**config.mk**
```make
export PLATFORM = sky130hd
export DESIGN_NAME = sync_meas_unit
export DESIGN_NICKNAME = d
export VERILOG_FILES = /design/src/rtl/sync_meas_pkg.sv /design/src/rtl/sync_edge_det.sv /design/src/rtl/sync_prescaler.sv /design/src/rtl/sync_cap_chan.sv /design/src/rtl/sync_period_filter.sv /design/src/rtl/sync_meas_unit.sv
export SDC_FILE = /design/constraint.sdc
export NUM_CORES = 1
export LEC_CHECK = 0
export ABC_AREA = 1
export BUFFER_PORTS_ARGS = -buffer_cell sky130_fd_sc_hd__clkbuf_2
export CORE_ASPECT_RATIO = 0.5
export CORE_MARGIN = 2
export CORE_UTILIZATION = 50
export DETAILED_ROUTE_END_ITERATION = 7
export PLACE_DENSITY = 0.75
export SYNTH_ARGS = -nofsm -noshare
export SYNTH_HDL_FRONTEND = slang
export SYNTH_SLANG_ARGS = --single-unit
```
**constraint.sdc**
```tcl
create_clock -name clk -period 5.14 [get_ports clk]
set_input_delay 0.257 -clock clk [delete_from_list [all_inputs] [get_ports clk]]
set_output_delay 0.257 -clock clk [all_outputs]
set_load 0.005 [all_outputs]
```
**src/rtl/sync_meas_pkg.sv**
```systemverilog
package sync_meas_pkg;
    localparam int TMR_W  = 16;
    localparam int REG_AW = 4;
    localparam int NSYNC  = 5;

    typedef logic [TMR_W-1:0] tick_t;

    // packed: first field is the MSB, so run sits in bit 0
    typedef struct packed {
        logic irq_en;
        logic presc_en;
        logic h_comp;
        logic v_rise;
        logic run;
    } ctrl_t;

    localparam logic [REG_AW-1:0] A_CTRL = 4'd0;
    localparam logic [REG_AW-1:0] A_PRES = 4'd1;
    localparam logic [REG_AW-1:0] A_FLAG = 4'd2;
    localparam logic [REG_AW-1:0] A_TMR  = 4'd3;
    localparam logic [REG_AW-1:0] A_CAP1 = 4'd4;
    localparam logic [REG_AW-1:0] A_CAP2 = 4'd5;
    localparam logic [REG_AW-1:0] A_PER1 = 4'd6;
    localparam logic [REG_AW-1:0] A_PER2 = 4'd7;
    localparam logic [REG_AW-1:0] A_STB1 = 4'd8;
    localparam logic [REG_AW-1:0] A_STB2 = 4'd9;

    localparam int P_HS = 0;
    localparam int P_VS = 1;
    localparam int P_CS = 2;
    localparam int P_HF = 3;
    localparam int P_VF = 4;
endpackage

```
**src/rtl/sync_edge_det.sv**
```systemverilog
module sync_edge_det #(
    parameter int N      = 5,
    parameter int STAGES = 2
) (
    input  logic         clk,
    input  logic         rst_n,
    input  logic [N-1:0] din,
    output logic [N-1:0] fall_o,
    output logic [N-1:0] rise_o
);
    typedef struct packed {
        logic [STAGES-1:0][N-1:0] sh;
        logic [N-1:0]             prev;
    } edge_st_t;

    edge_st_t st_d, st_q;

    always_comb begin
        st_d       = st_q;
        st_d.sh[0] = din;
        for (int i = 1; i < STAGES; i++) begin
            st_d.sh[i] = st_q.sh[i-1];
        end
        st_d.prev = st_q.sh[STAGES-1];
    end

    always_ff @(posedge clk or negedge rst_n) begin
        if (!rst_n) st_q <= '0;
        else        st_q <= st_d;
    end

    assign fall_o = st_q.prev & ~st_q.sh[STAGES-1];
    assign rise_o = ~st_q.prev & st_q.sh[STAGES-1];
endmodule

```
**src/rtl/sync_prescaler.sv**
```systemverilog
module sync_prescaler #(
    parameter int PW = 8
) (
    input  logic clk,
    input  logic rst_n,
    input  logic en_i,
    input  logic edge_i,
    output logic pulse_o,
    output logic resync_o
);
    typedef struct packed {
        logic [PW-1:0] cnt;
        logic          en_prev;
    } psc_st_t;

    psc_st_t st_d, st_q;

    assign resync_o = (en_i != st_q.en_prev);

    always_comb begin
        st_d         = st_q;
        st_d.en_prev = en_i;
        if (resync_o)            st_d.cnt = '0;
        else if (en_i && edge_i) st_d.cnt = st_q.cnt + 1'b1;
    end

    always_ff @(posedge clk or negedge rst_n) begin
        if (!rst_n) st_q <= '0;
        else        st_q <= st_d;
    end

    assign pulse_o = en_i ? (edge_i && !resync_o && (st_q.cnt == '1)) : edge_i;

    assert_presc_from_edge_R5: assert property (@(posedge clk) disable iff (!rst_n)
        pulse_o |-> edge_i);
    assert_resync_zero_R6: assert property (@(posedge clk) disable iff (!rst_n)
        resync_o |=> (st_q.cnt == '0));
endmodule

```
**src/rtl/sync_cap_chan.sv**
```systemverilog
module sync_cap_chan
    import sync_meas_pkg::*;
(
    input  logic  clk,
    input  logic  rst_n,
    input  logic  run_i,
    input  logic  resync_i,
    input  logic  evt_i,
    input  tick_t timer_i,
    input  logic  flag_clr_i,
    input  logic  ovr_clr_i,
    output tick_t cap_o,
    output tick_t period_o,
    output logic  pvld_o,
    output logic  flag_o,
    output logic  ovr_o,
    output logic  restart_o
);
    typedef struct packed {
        tick_t cap;
        tick_t period;
        logic  pvld;
        logic  ref_ok;
        logic  flag;
        logic  ovr;
    } ch_st_t;

    ch_st_t st_d, st_q;

    assign restart_o = !run_i || resync_i;

    always_comb begin
        st_d      = st_q;
        st_d.pvld = 1'b0;
        if (flag_clr_i) st_d.flag = 1'b0;
        if (ovr_clr_i)  st_d.ovr  = 1'b0;
        if (restart_o) begin
            st_d.ref_ok = 1'b0;
        end else if (evt_i) begin
            st_d.cap    = timer_i;
            st_d.ref_ok = 1'b1;
            if (st_q.ref_ok) begin
                st_d.period = timer_i - st_q.cap;
                st_d.pvld   = 1'b1;
            end
            if (st_q.flag && !flag_clr_i) st_d.ovr = 1'b1;
            st_d.flag = 1'b1;
        end
    end

    always_ff @(posedge clk or negedge rst_n) begin
        if (!rst_n) st_q <= '0;
        else        st_q <= st_d;
    end

    assign cap_o    = st_q.cap;
    assign period_o = st_q.period;
    assign pvld_o   = st_q.pvld;
    assign flag_o   = st_q.flag;
    assign ovr_o    = st_q.ovr;

    assert_overrun_R8: assert property (@(posedge clk) disable iff (!rst_n)
        (evt_i && !restart_o && flag_o && !flag_clr_i) |=> ovr_o);
    assert_flag_on_capture_R8: assert property (@(posedge clk) disable iff (!rst_n)
        (evt_i && !restart_o) |=> flag_o);
    assert_ref_only_R7: assert property (@(posedge clk) disable iff (!rst_n)
        (evt_i && !restart_o && !st_q.ref_ok) |=> !pvld_o);
endmodule

```
**src/rtl/sync_period_filter.sv**
```systemverilog
module sync_period_filter
    import sync_meas_pkg::*;
#(
    parameter int MATCH_N = 4,
    parameter int TOL     = 1
) (
    input  logic  clk,
    input  logic  rst_n,
    input  logic  restart_i,
    input  logic  pvld_i,
    input  tick_t period_i,
    output tick_t stable_o,
    output logic  valid_o
);
    localparam int CNT_W = $clog2(MATCH_N + 1);

    typedef struct packed {
        tick_t            last;
        tick_t            stable;
        logic [CNT_W-1:0] cnt;
        logic             have;
        logic             valid;
    } flt_st_t;

    flt_st_t st_d, st_q;
    tick_t   diff_up, diff_dn;
    logic    close;

    always_comb begin
        diff_up = period_i - st_q.last;
        diff_dn = st_q.last - period_i;
        close   = (diff_up <= tick_t'(TOL)) || (diff_dn <= tick_t'(TOL));
        st_d    = st_q;
        if (restart_i) begin
            st_d = '0;
        end else if (pvld_i) begin
            st_d.last = period_i;
            if (!st_q.have) begin
                st_d.have = 1'b1;
                st_d.cnt  = '0;
            end else if (close) begin
                if (st_q.cnt == CNT_W'(MATCH_N - 1)) begin
                    st_d.stable = period_i;
                    st_d.valid  = 1'b1;
                end else begin
                    st_d.cnt = st_q.cnt + 1'b1;
                end
            end else begin
                st_d.cnt = '0;
            end
        end
    end

    always_ff @(posedge clk or negedge rst_n) begin
        if (!rst_n) st_q <= '0;
        else        st_q <= st_d;
    end

    assign stable_o = st_q.stable;
    assign valid_o  = st_q.valid;

    assert_valid_needs_period_R10: assert property (@(posedge clk) disable iff (!rst_n)
        $rose(valid_o) |-> $past(pvld_i));
    assert_stable_holds_R10: assert property (@(posedge clk) disable iff (!rst_n)
        (!pvld_i && !restart_i) |=> $stable(stable_o));
endmodule

```
**src/rtl/sync_meas_unit.sv**
```systemverilog
module sync_meas_unit
    import sync_meas_pkg::*;
#(
    parameter int TICK_DIV    = 25,
    parameter int PRESC_W     = 8,
    parameter int MATCH_N     = 4,
    parameter int TOL         = 1,
    parameter int SYNC_STAGES = 2
) (
    input  logic              clk,
    input  logic              rst_n,
    input  logic              hsync_i,
    input  logic              vsync_i,
    input  logic              csync_i,
    input  logic              hfly_i,
    input  logic              vfly_i,
    input  logic              reg_we,
    input  logic [REG_AW-1:0] reg_addr,
    input  logic [TMR_W-1:0]  reg_wdata,
    output logic [TMR_W-1:0]  reg_rdata,
    output logic              irq_o
);
    localparam int DIV_W = (TICK_DIV > 1) ? $clog2(TICK_DIV) : 1;

    typedef struct packed {
        ctrl_t             ctrl;
        logic [NSYNC-1:0]  pres;
        logic [DIV_W-1:0]  div;
        tick_t             timer;
    } top_st_t;

    top_st_t st_d, st_q;

    logic [NSYNC-1:0] raw, fall, rise;
    logic wr_ctrl, wr_pres, wr_flag;
    logic ch1_evt, h_fall, ch2_evt, ch2_resync;
    tick_t cap1, cap2, per1, per2, stb1, stb2;
    logic pv1, pv2, flag1, flag2, ovr1, ovr2, rs1, rs2, val1, val2;

    assign raw     = {vfly_i, hfly_i, csync_i, vsync_i, hsync_i};
    assign wr_ctrl = reg_we && (reg_addr == A_CTRL);
    assign wr_pres = reg_we && (reg_addr == A_PRES);
    assign wr_flag = reg_we && (reg_addr == A_FLAG);

    sync_edge_det #(.N(NSYNC), .STAGES(SYNC_STAGES)) u_edge (
        .clk(clk), .rst_n(rst_n), .din(raw), .fall_o(fall), .rise_o(rise));

    assign ch1_evt = st_q.ctrl.v_rise ? rise[P_VS] : fall[P_VS];
    assign h_fall  = st_q.ctrl.h_comp ? fall[P_CS] : fall[P_HS];

    sync_prescaler #(.PW(PRESC_W)) u_presc (
        .clk(clk), .rst_n(rst_n), .en_i(st_q.ctrl.presc_en), .edge_i(h_fall),
        .pulse_o(ch2_evt), .resync_o(ch2_resync));

    sync_cap_chan u_ch1 (
        .clk(clk), .rst_n(rst_n), .run_i(st_q.ctrl.run), .resync_i(1'b0),
        .evt_i(ch1_evt), .timer_i(st_q.timer),
        .flag_clr_i(wr_flag && reg_wdata[0]), .ovr_clr_i(wr_flag && reg_wdata[2]),
        .cap_o(cap1), .period_o(per1), .pvld_o(pv1), .flag_o(flag1), .ovr_o(ovr1),
        .restart_o(rs1));

    sync_cap_chan u_ch2 (
        .clk(clk), .rst_n(rst_n), .run_i(st_q.ctrl.run), .resync_i(ch2_resync),
        .evt_i(ch2_evt), .timer_i(st_q.timer),
        .flag_clr_i(wr_flag && reg_wdata[1]), .ovr_clr_i(wr_flag && reg_wdata[3]),
        .cap_o(cap2), .period_o(per2), .pvld_o(pv2), .flag_o(flag2), .ovr_o(ovr2),
        .restart_o(rs2));

    sync_period_filter #(.MATCH_N(MATCH_N), .TOL(TOL)) u_flt1 (
        .clk(clk), .rst_n(rst_n), .restart_i(rs1), .pvld_i(pv1), .period_i(per1),
        .stable_o(stb1), .valid_o(val1));

    sync_period_filter #(.MATCH_N(MATCH_N), .TOL(TOL)) u_flt2 (
        .clk(clk), .rst_n(rst_n), .restart_i(rs2), .pvld_i(pv2), .period_i(per2),
        .stable_o(stb2), .valid_o(val2));

    always_comb begin
        st_d = st_q;
        if (wr_ctrl) st_d.ctrl = ctrl_t'(reg_wdata[4:0]);
        // a new edge wins over a clear in the same cycle
        st_d.pres = (st_q.pres & ~(wr_pres ? reg_wdata[NSYNC-1:0] : '0)) | fall;
        if (st_q.div == DIV_W'(TICK_DIV - 1)) begin
            st_d.div   = '0;
            st_d.timer = st_q.timer + 1'b1;
        end else begin
            st_d.div = st_q.div + 1'b1;
        end
    end

    always_ff @(posedge clk or negedge rst_n) begin
        if (!rst_n) st_q <= '0;
        else        st_q <= st_d;
    end

    always_comb begin
        case (reg_addr)
            A_CTRL:  reg_rdata = TMR_W'(st_q.ctrl);
            A_PRES:  reg_rdata = TMR_W'(st_q.pres);
            A_FLAG:  reg_rdata = TMR_W'({val2, val1, ovr2, ovr1, flag2, flag1});
            A_TMR:   reg_rdata = st_q.timer;
            A_CAP1:  reg_rdata = cap1;
            A_CAP2:  reg_rdata = cap2;
            A_PER1:  reg_rdata = per1;
            A_PER2:  reg_rdata = per2;
            A_STB1:  reg_rdata = stb1;
            A_STB2:  reg_rdata = stb2;
            default: reg_rdata = '0;
        endcase
    end

    assign irq_o = st_q.ctrl.irq_en && (flag1 || flag2);

    assert_timer_step_R2: assert property (@(posedge clk) disable iff (!rst_n)
        (st_q.timer != $past(st_q.timer)) |-> (st_q.timer == $past(st_q.timer) + 1'b1));
    assert_presence_sticky_R1: assert property (@(posedge clk) disable iff (!rst_n)
        !wr_pres |=> ((st_q.pres & $past(st_q.pres)) == $past(st_q.pres)));
    assert_presence_set_R1: assert property (@(posedge clk) disable iff (!rst_n)
        (|fall) |=> ((st_q.pres & $past(fall)) == $past(fall)));
    assert_irq_gate_R9: assert property (@(posedge clk) disable iff (!rst_n)
        irq_o |-> st_q.ctrl.irq_en);
endmodule

```
==> metrics, run 1 <==
RSZ-0062 raised after global routing=no; # port buffers=33; WS Path Type=reg2reg; fillers=2616; final setup vio count=0; cell mode on critical path=nand2_1; Ys Warns=0; num rows=43; CTS clk-pin slew, worst paths=0.06 ns; final core occ=55.62%; detailed router's first-iteration violation count=1479; leakage power=8.069 nW; min cycle time layout=3.405 ns; Synth Flop Type=dfrtp_1; delay of the slowest critical-path stage=0.48 ns; Num CTS Buffers=21; final design area excluding fillers=15470 sq um; CTS H-tree depth=1; share of cells above drive strength 1=6.592%; setup total negative slack=0 ns; Mapped Area=14220 sq um; Pwr Density=303.4 nW/um^2; Rel. slew slack=37.95%; Setup Buffers After CTS=0; commonest cells in the synthesized netlist=nand2_1 (554), inv_1 (335), dfrtp_1 (201); Crit path required time=5.55 ns; CP max stage cell=dfrtp_1; max-slew violations=0; crit path DAT=3.81 ns; cell family with most CP delay=simple AND/OR/NAND/NOR gates; dpl cell area=14740 sq um; crit path cell chain=inv_1 -> ha_1 -> inv_1 -> fa_1 -> nand3_1 -> nand2_1 -> nand2_1 -> nand2_1 -> nand2_1 -> nand3_1 -> nor2_1 -> nand2_1 -> nor2_1 -> nand3_1 -> nand2_1 -> nand4_2 -> o21ai_0; worst path bufs/invs=2; internal reg-to-reg setup slack=1.74 ns; Clock Skews=0.01248 ns; Top reg by flops=st_q; nature of the critical path endpoint=flip-flop; Vias=13280; vias in the first global route=11950; Top Registers=st_q (31), u_flt1.st_q (20), u_flt2.st_q (20); post-synthesis sequential area ratio=35.38%; Clock Sinks=201; total grt overflow=0; CTS tree=done; DRT Pass-1 Iters=6; largest cells by area after synthesis=dfrtp_1 (35%), nand2_1 (15%), inv_1 (8.8%); Yosys top cell area share=35.38%; final wirelength=39960 microns; clock latency on the worst-skew pair=0.52 ns; Largest register FFs=31; register bit total from synthesis=201; largest net degree at the start of global routing=115; post-detail-place hpwl=30910 microns; top-count cell post-synth=nand2_1; gr usage total=26.90%; Synth-to-Final Area Change=8.819%; f_max=293.7 MHz; syn_area_per_cell=7.027 sq um; crit start category=flip-flop; status=finished clean; final hold vios=0; Die H=123.2 microns; io pins=45; worst vdd ir=232.5 uV; FFs w/ async S/R, synth=100.0%; core area=27820 sq um; Worst-Margin Slew=0.9308 ns; Root Buffer=clkbuf_16; EDFF count, synth=0; Tcrit/Tclk final=66.24%; per-cell routed wire length=16.34 microns; min-delay worst type=in2reg; gp weighted congestion=1.011; first-pass GRT wire length=63600 microns; Final #Nets=2183; vias per inst=5.432; Die Wd=242.5 microns; cell count after synthesis=2023; DRC=0; initial core utilization=51.11%; maxcap violations=0; antenna-violating nets left=0; critical-path maximum fanout=16; die area=29880 sq um; Netlist cell types=47; n_diodes=0; post-synthesis net count=2155; largest area contributor in the netlist=dfrtp_1; clk buf depth=3; initial antenna violation count=0
[report_power, final]
part	switching (mW)	total (mW)	leakage [nW]	internal, mW
clock network	0.648	1.52	0.323	0.869
logic	1.00	1.46	5.04	0.453
registers	0.0726	1.72	2.71	1.65
total	1.73	4.69	8.07	2.97
[kinds of logic after synthesis]
kind of cell	count (synthesis)	synth area share [%]
xor gates and xnor gates	37	2.280
DFF	201	35.38
adders and majority gates	104	9.470
AOI/OAI and AO/OA	339	13.58
buffers and inverters	390	10.68
and+or+nand+nor	952	28.61
[path summary, 6_finish.rpt]
path,cells after the start,start,endpoint
max,17,u_ch1.period_o[0]$_DFFE_PN0P_,u_flt1.stable_o[13]$_DFFE_PN0P_
min,3,reg_wdata[2],st_q[28]$_DFFE_PN0P_
max reg2reg,17,u_ch1.period_o[0]$_DFFE_PN0P_,u_flt1.stable_o[13]$_DFFE_PN0P_
min reg2reg,0,u_edge.st_d[14]$_DFF_PN0_,u_edge.st_d[4]$_DFF_PN0_
max in group asynchronous,3,rst_n,st_q[26]$_DFFE_PN0P_
min in group asynchronous,2,rst_n,u_ch1.cap_o[13]$_DFFE_PN0P_
[layout by cell type (no fill, tap or decap), types with 6 or more instances in the layout]
| master | Yosys | final |
|---|---|---|
| nor3_1 | 14 | 14 |
| o21ai_0 | 155 | 155 |
| xnor2_1 | 7 | 7 |
| o22ai_1 | 15 | 15 |
| clkbuf_16 | 0 | 21 |
| ha_1 | 98 | 98 |
| nand4_1 | 27 | 27 |
| fa_1 | 6 | 6 |
| xor2_1 | 30 | 30 |
| nor2_1 | 135 | 134 |
| nand3_2 | 9 | 9 |
| dlygate4sd3_1 | 0 | 6 |
| a221oi_1 | 16 | 16 |
| dfrtp_1 | 201 | 200 |
| o21ai_2 | 19 | 19 |
| buf_4 | 2 | 14 |
| nand2_1 | 554 | 554 |
| inv_1 | 335 | 335 |
| clkbuf_2 | 0 | 32 |
| nand3_1 | 187 | 187 |
| a21oi_1 | 99 | 99 |
[final cells by class]
class,instances,area [sq um],share of cell area [%]
clock inverters,10,116.4,0.7522
multi-input cells,1432,7671,49.59
clock buffers,25,550.5,3.559
repair buffers,53,339.1,2.192
well taps,382,478.0,3.090
inverters,342,1284,8.298
flip-flops and latches,201,5031,32.52
[metrics by stage]
stage               setup WS, ns  total power [mW]  std cells  hold WS [ns]
global route               1.440             4.982       2445       0.03568
finish                     1.735             4.694       2445       0.02668
CTS                        1.760             4.692       2445      0.009351
global placement           1.851             3.157       2404        0.3323
floorplan                  2.628             2.780       2023      -0.03859
detailed placement         1.790             3.173       2404        0.3347
[metal layers]
| layer | up-vias | track usage [%] | part of all wire (%) |
|---|---|---|---|
| met2 | 464 | 40.28 | 42 |
| li1 | 6573 | - | - |
| met4 | 0 | 4.861 | 1.2 |
| met3 | 40 | 4.884 | 9.0 |
| met5 | - | 0 | 0 |
| met1 | 6205 | 40.84 | 48 |
[worst register-to-register path, delay by kind of cell, from the launching register on]
family / cells / cell delay (ns)
adders and majority gates: 2 / 0.62
AOI/OAI and AO/OA: 1 / 0.40
and+or+nand+nor: 12 / 1.46
buffers and inverters: 2 / 0.33
DFF: 1 / 0.48
[what timing repair did]
action | 4_1_cts | 5_1_grt
hold buffers | 6 | 0
resized for setup | 0 | 0
hold endpoints to repair | 117 | 0
(Power assumes the default switching activity.)
==> run 2: changes to the inputs <==
--- a/config.mk
+++ b/config.mk
@@ -11,7 +11,7 @@
 export CORE_MARGIN = 2
 export CORE_UTILIZATION = 50
 export DETAILED_ROUTE_END_ITERATION = 7
-export PLACE_DENSITY = 0.75
+export PLACE_DENSITY = 0.78
 export SYNTH_ARGS = -nofsm -noshare
 export SYNTH_HDL_FRONTEND = slang
 export SYNTH_SLANG_ARGS = --single-unit
==> constraint.sdc (replaced) <==
create_clock -name clk -period 3 [get_ports clk]
set_input_delay 0.15 -clock clk [delete_from_list [all_inputs] [get_ports clk]]
set_output_delay 0.15 -clock clk [all_outputs]
set_load 0.005 [all_outputs]
==> run 2 against run 1 <==
Net effect: clock skew grew 0.0073 ns; hold slack better by 0.023 ns; sequential share of layout area shrank 0.87 points; highest routed layer unchanged.
==> metrics, run 2 (same netlist as run 1, synthesis figures left out) <==
status=finished clean; max-slew violations=0 (unchanged); Crit path required time=3.38 ns (-2.17 ns); f_max=348.7 MHz (+19%); min cycle time layout=2.868 ns (-0.5370 ns); Num CTS Buffers=20 (-4.8%); Final #Nets=2221 (+1.7%); per-cell routed wire length=16.32 microns (-0.11%); CP max stage cell=dfrtp_1; DRC=0 (unchanged); R2R cell count=12 (-5); gp weighted congestion=0.9912 (-2.0%); n_diodes=0 (unchanged); worst vdd ir=477.3 uV (+110%); Flop pwr share=36.1% (-0.5 points); hold-critical path depth=4 (+1); Die H=123.2 microns (unchanged); vias per inst=5.460 (+0.50%); total grt overflow=0 (unchanged); antenna-violating nets left=0 (unchanged); min-delay worst type=in2reg; maxcap violations=0 (unchanged); crit path DAT=3.25 ns (-0.56 ns); internal reg-to-reg setup slack=0.13 ns (-1.60 ns); num rows=43 (unchanged); final wirelength=40550 microns (+1.5%); critical-path maximum fanout=4 (-12); switching power=2.987 mW (+73%); CTS tree=done; final setup vio count=0 (unchanged); fillers=2571 (-1.7%); CTS H-tree depth=1 (unchanged); Clock Skews=0.01975 ns (+0.007268 ns); Worst-Margin Slew=0.8649 ns (-0.06592 ns); Top reg by flops=st_q; crit start category=flip-flop; DRT Pass-1 Iters=7 (+1); Comb power frac=33.1% (+2.0 points); Power, Total=8.040 mW (+71%); largest net degree at the start of global routing=79 (-31%); Power Internal=5.054 mW (+70%); clk buf depth=3 (unchanged); die area=29880 sq um (unchanged); Rel. slew slack=42.28% (+4.3 points); Tcrit/Tclk final=95.59% (+29 points); # port buffers=33 (unchanged); CTS clk-pin slew, worst paths=0.07 ns (about the same); initial antenna violation count=0 (unchanged); post-detail-place hpwl=30960 microns (+0.14%); share of cells above drive strength 1=9.420% (+2.8 points); Clock Sinks=201 (unchanged); pre-CTS setup slack=0.1658 ns (-1.624 ns); first-pass GRT wire length=63730 microns (+0.19%); switch share=37.15% (+0.39 points); final hold vios=0 (unchanged); final worst slack=0.1322 ns (-1.603 ns); Pwr Density=505.8 nW/um^2 (+67%); core area=27820 sq um (unchanged); detailed router's first-iteration violation count=1650 (+12%); initial core utilization=51.11% (unchanged); Vias=13560 (+2.1%); Die Wd=242.5 microns (unchanged); vias in the first global route=12150 (+1.6%); dpl cell area=15040 sq um (+2.0%); Root Buffer=clkbuf_16; delay of the slowest critical-path stage=0.42 ns (-0.06 ns); WS Path Type=reg2reg; nature of the critical path endpoint=flip-flop; Largest register FFs=31 (unchanged); setup total negative slack=0 ns (unchanged); crit path cell chain=inv_1 -> buf_4 -> ha_1 -> fa_1 -> o211ai_1 -> nand2_1 -> nand2_1 -> a31oi_1 -> o21ai_0 -> o21ai_0 -> a21oi_1 -> a21oi_1; most frequent cells in the layout=nand2_1 (552), inv_1 (334), dfrtp_1 (199), nand3_1 (187), o21ai_0 (152); commonest non-fill, non-tap cell in the layout=nand2_1; gr usage total=26.88% (about the same); clock power share=30.8% (-1.5 points); Top Registers=st_q (31), u_flt1.st_q (20), u_flt2.st_q (20); leakage power=8.257 nW (+2.3%); Synth-to-Final Area Change=11.82%; clock latency on the worst-skew pair=0.51 ns (about the same); io pins=45 (unchanged); final design area excluding fillers=15900 sq um (+2.8%)
==> run 2: worst max-delay path: cells and delay by family, from the launching register on <==
| family | cells | cell delay (ns) |
|---|---|---|
| compound gates | 6 | 1.18 |
| fa+ha+maj | 2 | 0.65 |
| flops | 1 | 0.42 |
| buf+inv | 2 | 0.25 |
| simple gates | 2 | 0.24 |
==> run 2: routing by layer <==
metal	GRT usage, %	vias up	part of all wire [%]
met5	0	-	0
li1	-	6659	-
met4	4.861	0	1.4
met3	6.707	56	11
met1	39.70	6275	46
met2	40.15	572	41
==> run 2: repair_timing <==
item / 4_1_cts / 5_1_grt
hold buffers: 11 / 0
resized for setup: 0 / 37
endpoints found under the setup margin: 0 / 40
setup buffers: 0 / 1
endpoints found under the hold margin: 90 / 0
==> run 2: area by class of cell <==
class	instances	area, sq um	share of cell area (%)
multi-input combinational	1432	7771	48.89
clock inverter	8	82.58	0.5195
tap	382	478.0	3.007
inverter	342	1284	8.076
clock buffer	27	546.8	3.440
timing repair buffer	92	701.9	4.416
sequential	201	5032	31.66
==> run 2: worst paths after layout <==
| kind | startpoint | end |
|---|---|---|
| worst min-delay path | reg_we | u_ch1.ovr_o$_DFF_PN0_ |
| worst max register to register | st_q[0]$_DFFE_PN0N_ | u_ch2.period_o[10]$_DFFE_PN0P_ |
| max in group asynchronous | rst_n | st_q[26]$_DFFE_PN0P_ |
| worst min register to register | u_edge.st_d[11]$_DFF_PN0_ | u_edge.st_d[1]$_DFF_PN0_ |
| worst max-delay path | st_q[0]$_DFFE_PN0N_ | u_ch2.period_o[10]$_DFFE_PN0P_ |
| min in group asynchronous | rst_n | u_ch1.cap_o[13]$_DFFE_PN0P_ |
==> run 2: stage by stage <==
stage / std cells / util (%) / hold slack, ns
after floorplan: 2023 / - / -0.1456
after global placement: 2437 / 54.07 / 0.2250
after detailed placement: 2437 / 54.07 / 0.2238
after CTS: 2483 / 56.73 / 0.02429
after global routing: 2484 / 57.15 / 0.07498
final: 2484 / 57.15 / 0.05004
==> run 2: power groups by stage <==
| stage | logic, mW | registers [mW] | clock network, mW |
|---|---|---|---|
| floorplan | 1.83 | 2.94 | 0 |
| finish | 2.66 | 2.90 | 2.48 |
| CTS | 2.56 | 2.90 | 2.50 |
| detailed placement | 2.54 | 2.95 | 0 |
| global placement | 2.50 | 2.95 | 0 |
| global route | 3.02 | 2.91 | 2.62 |
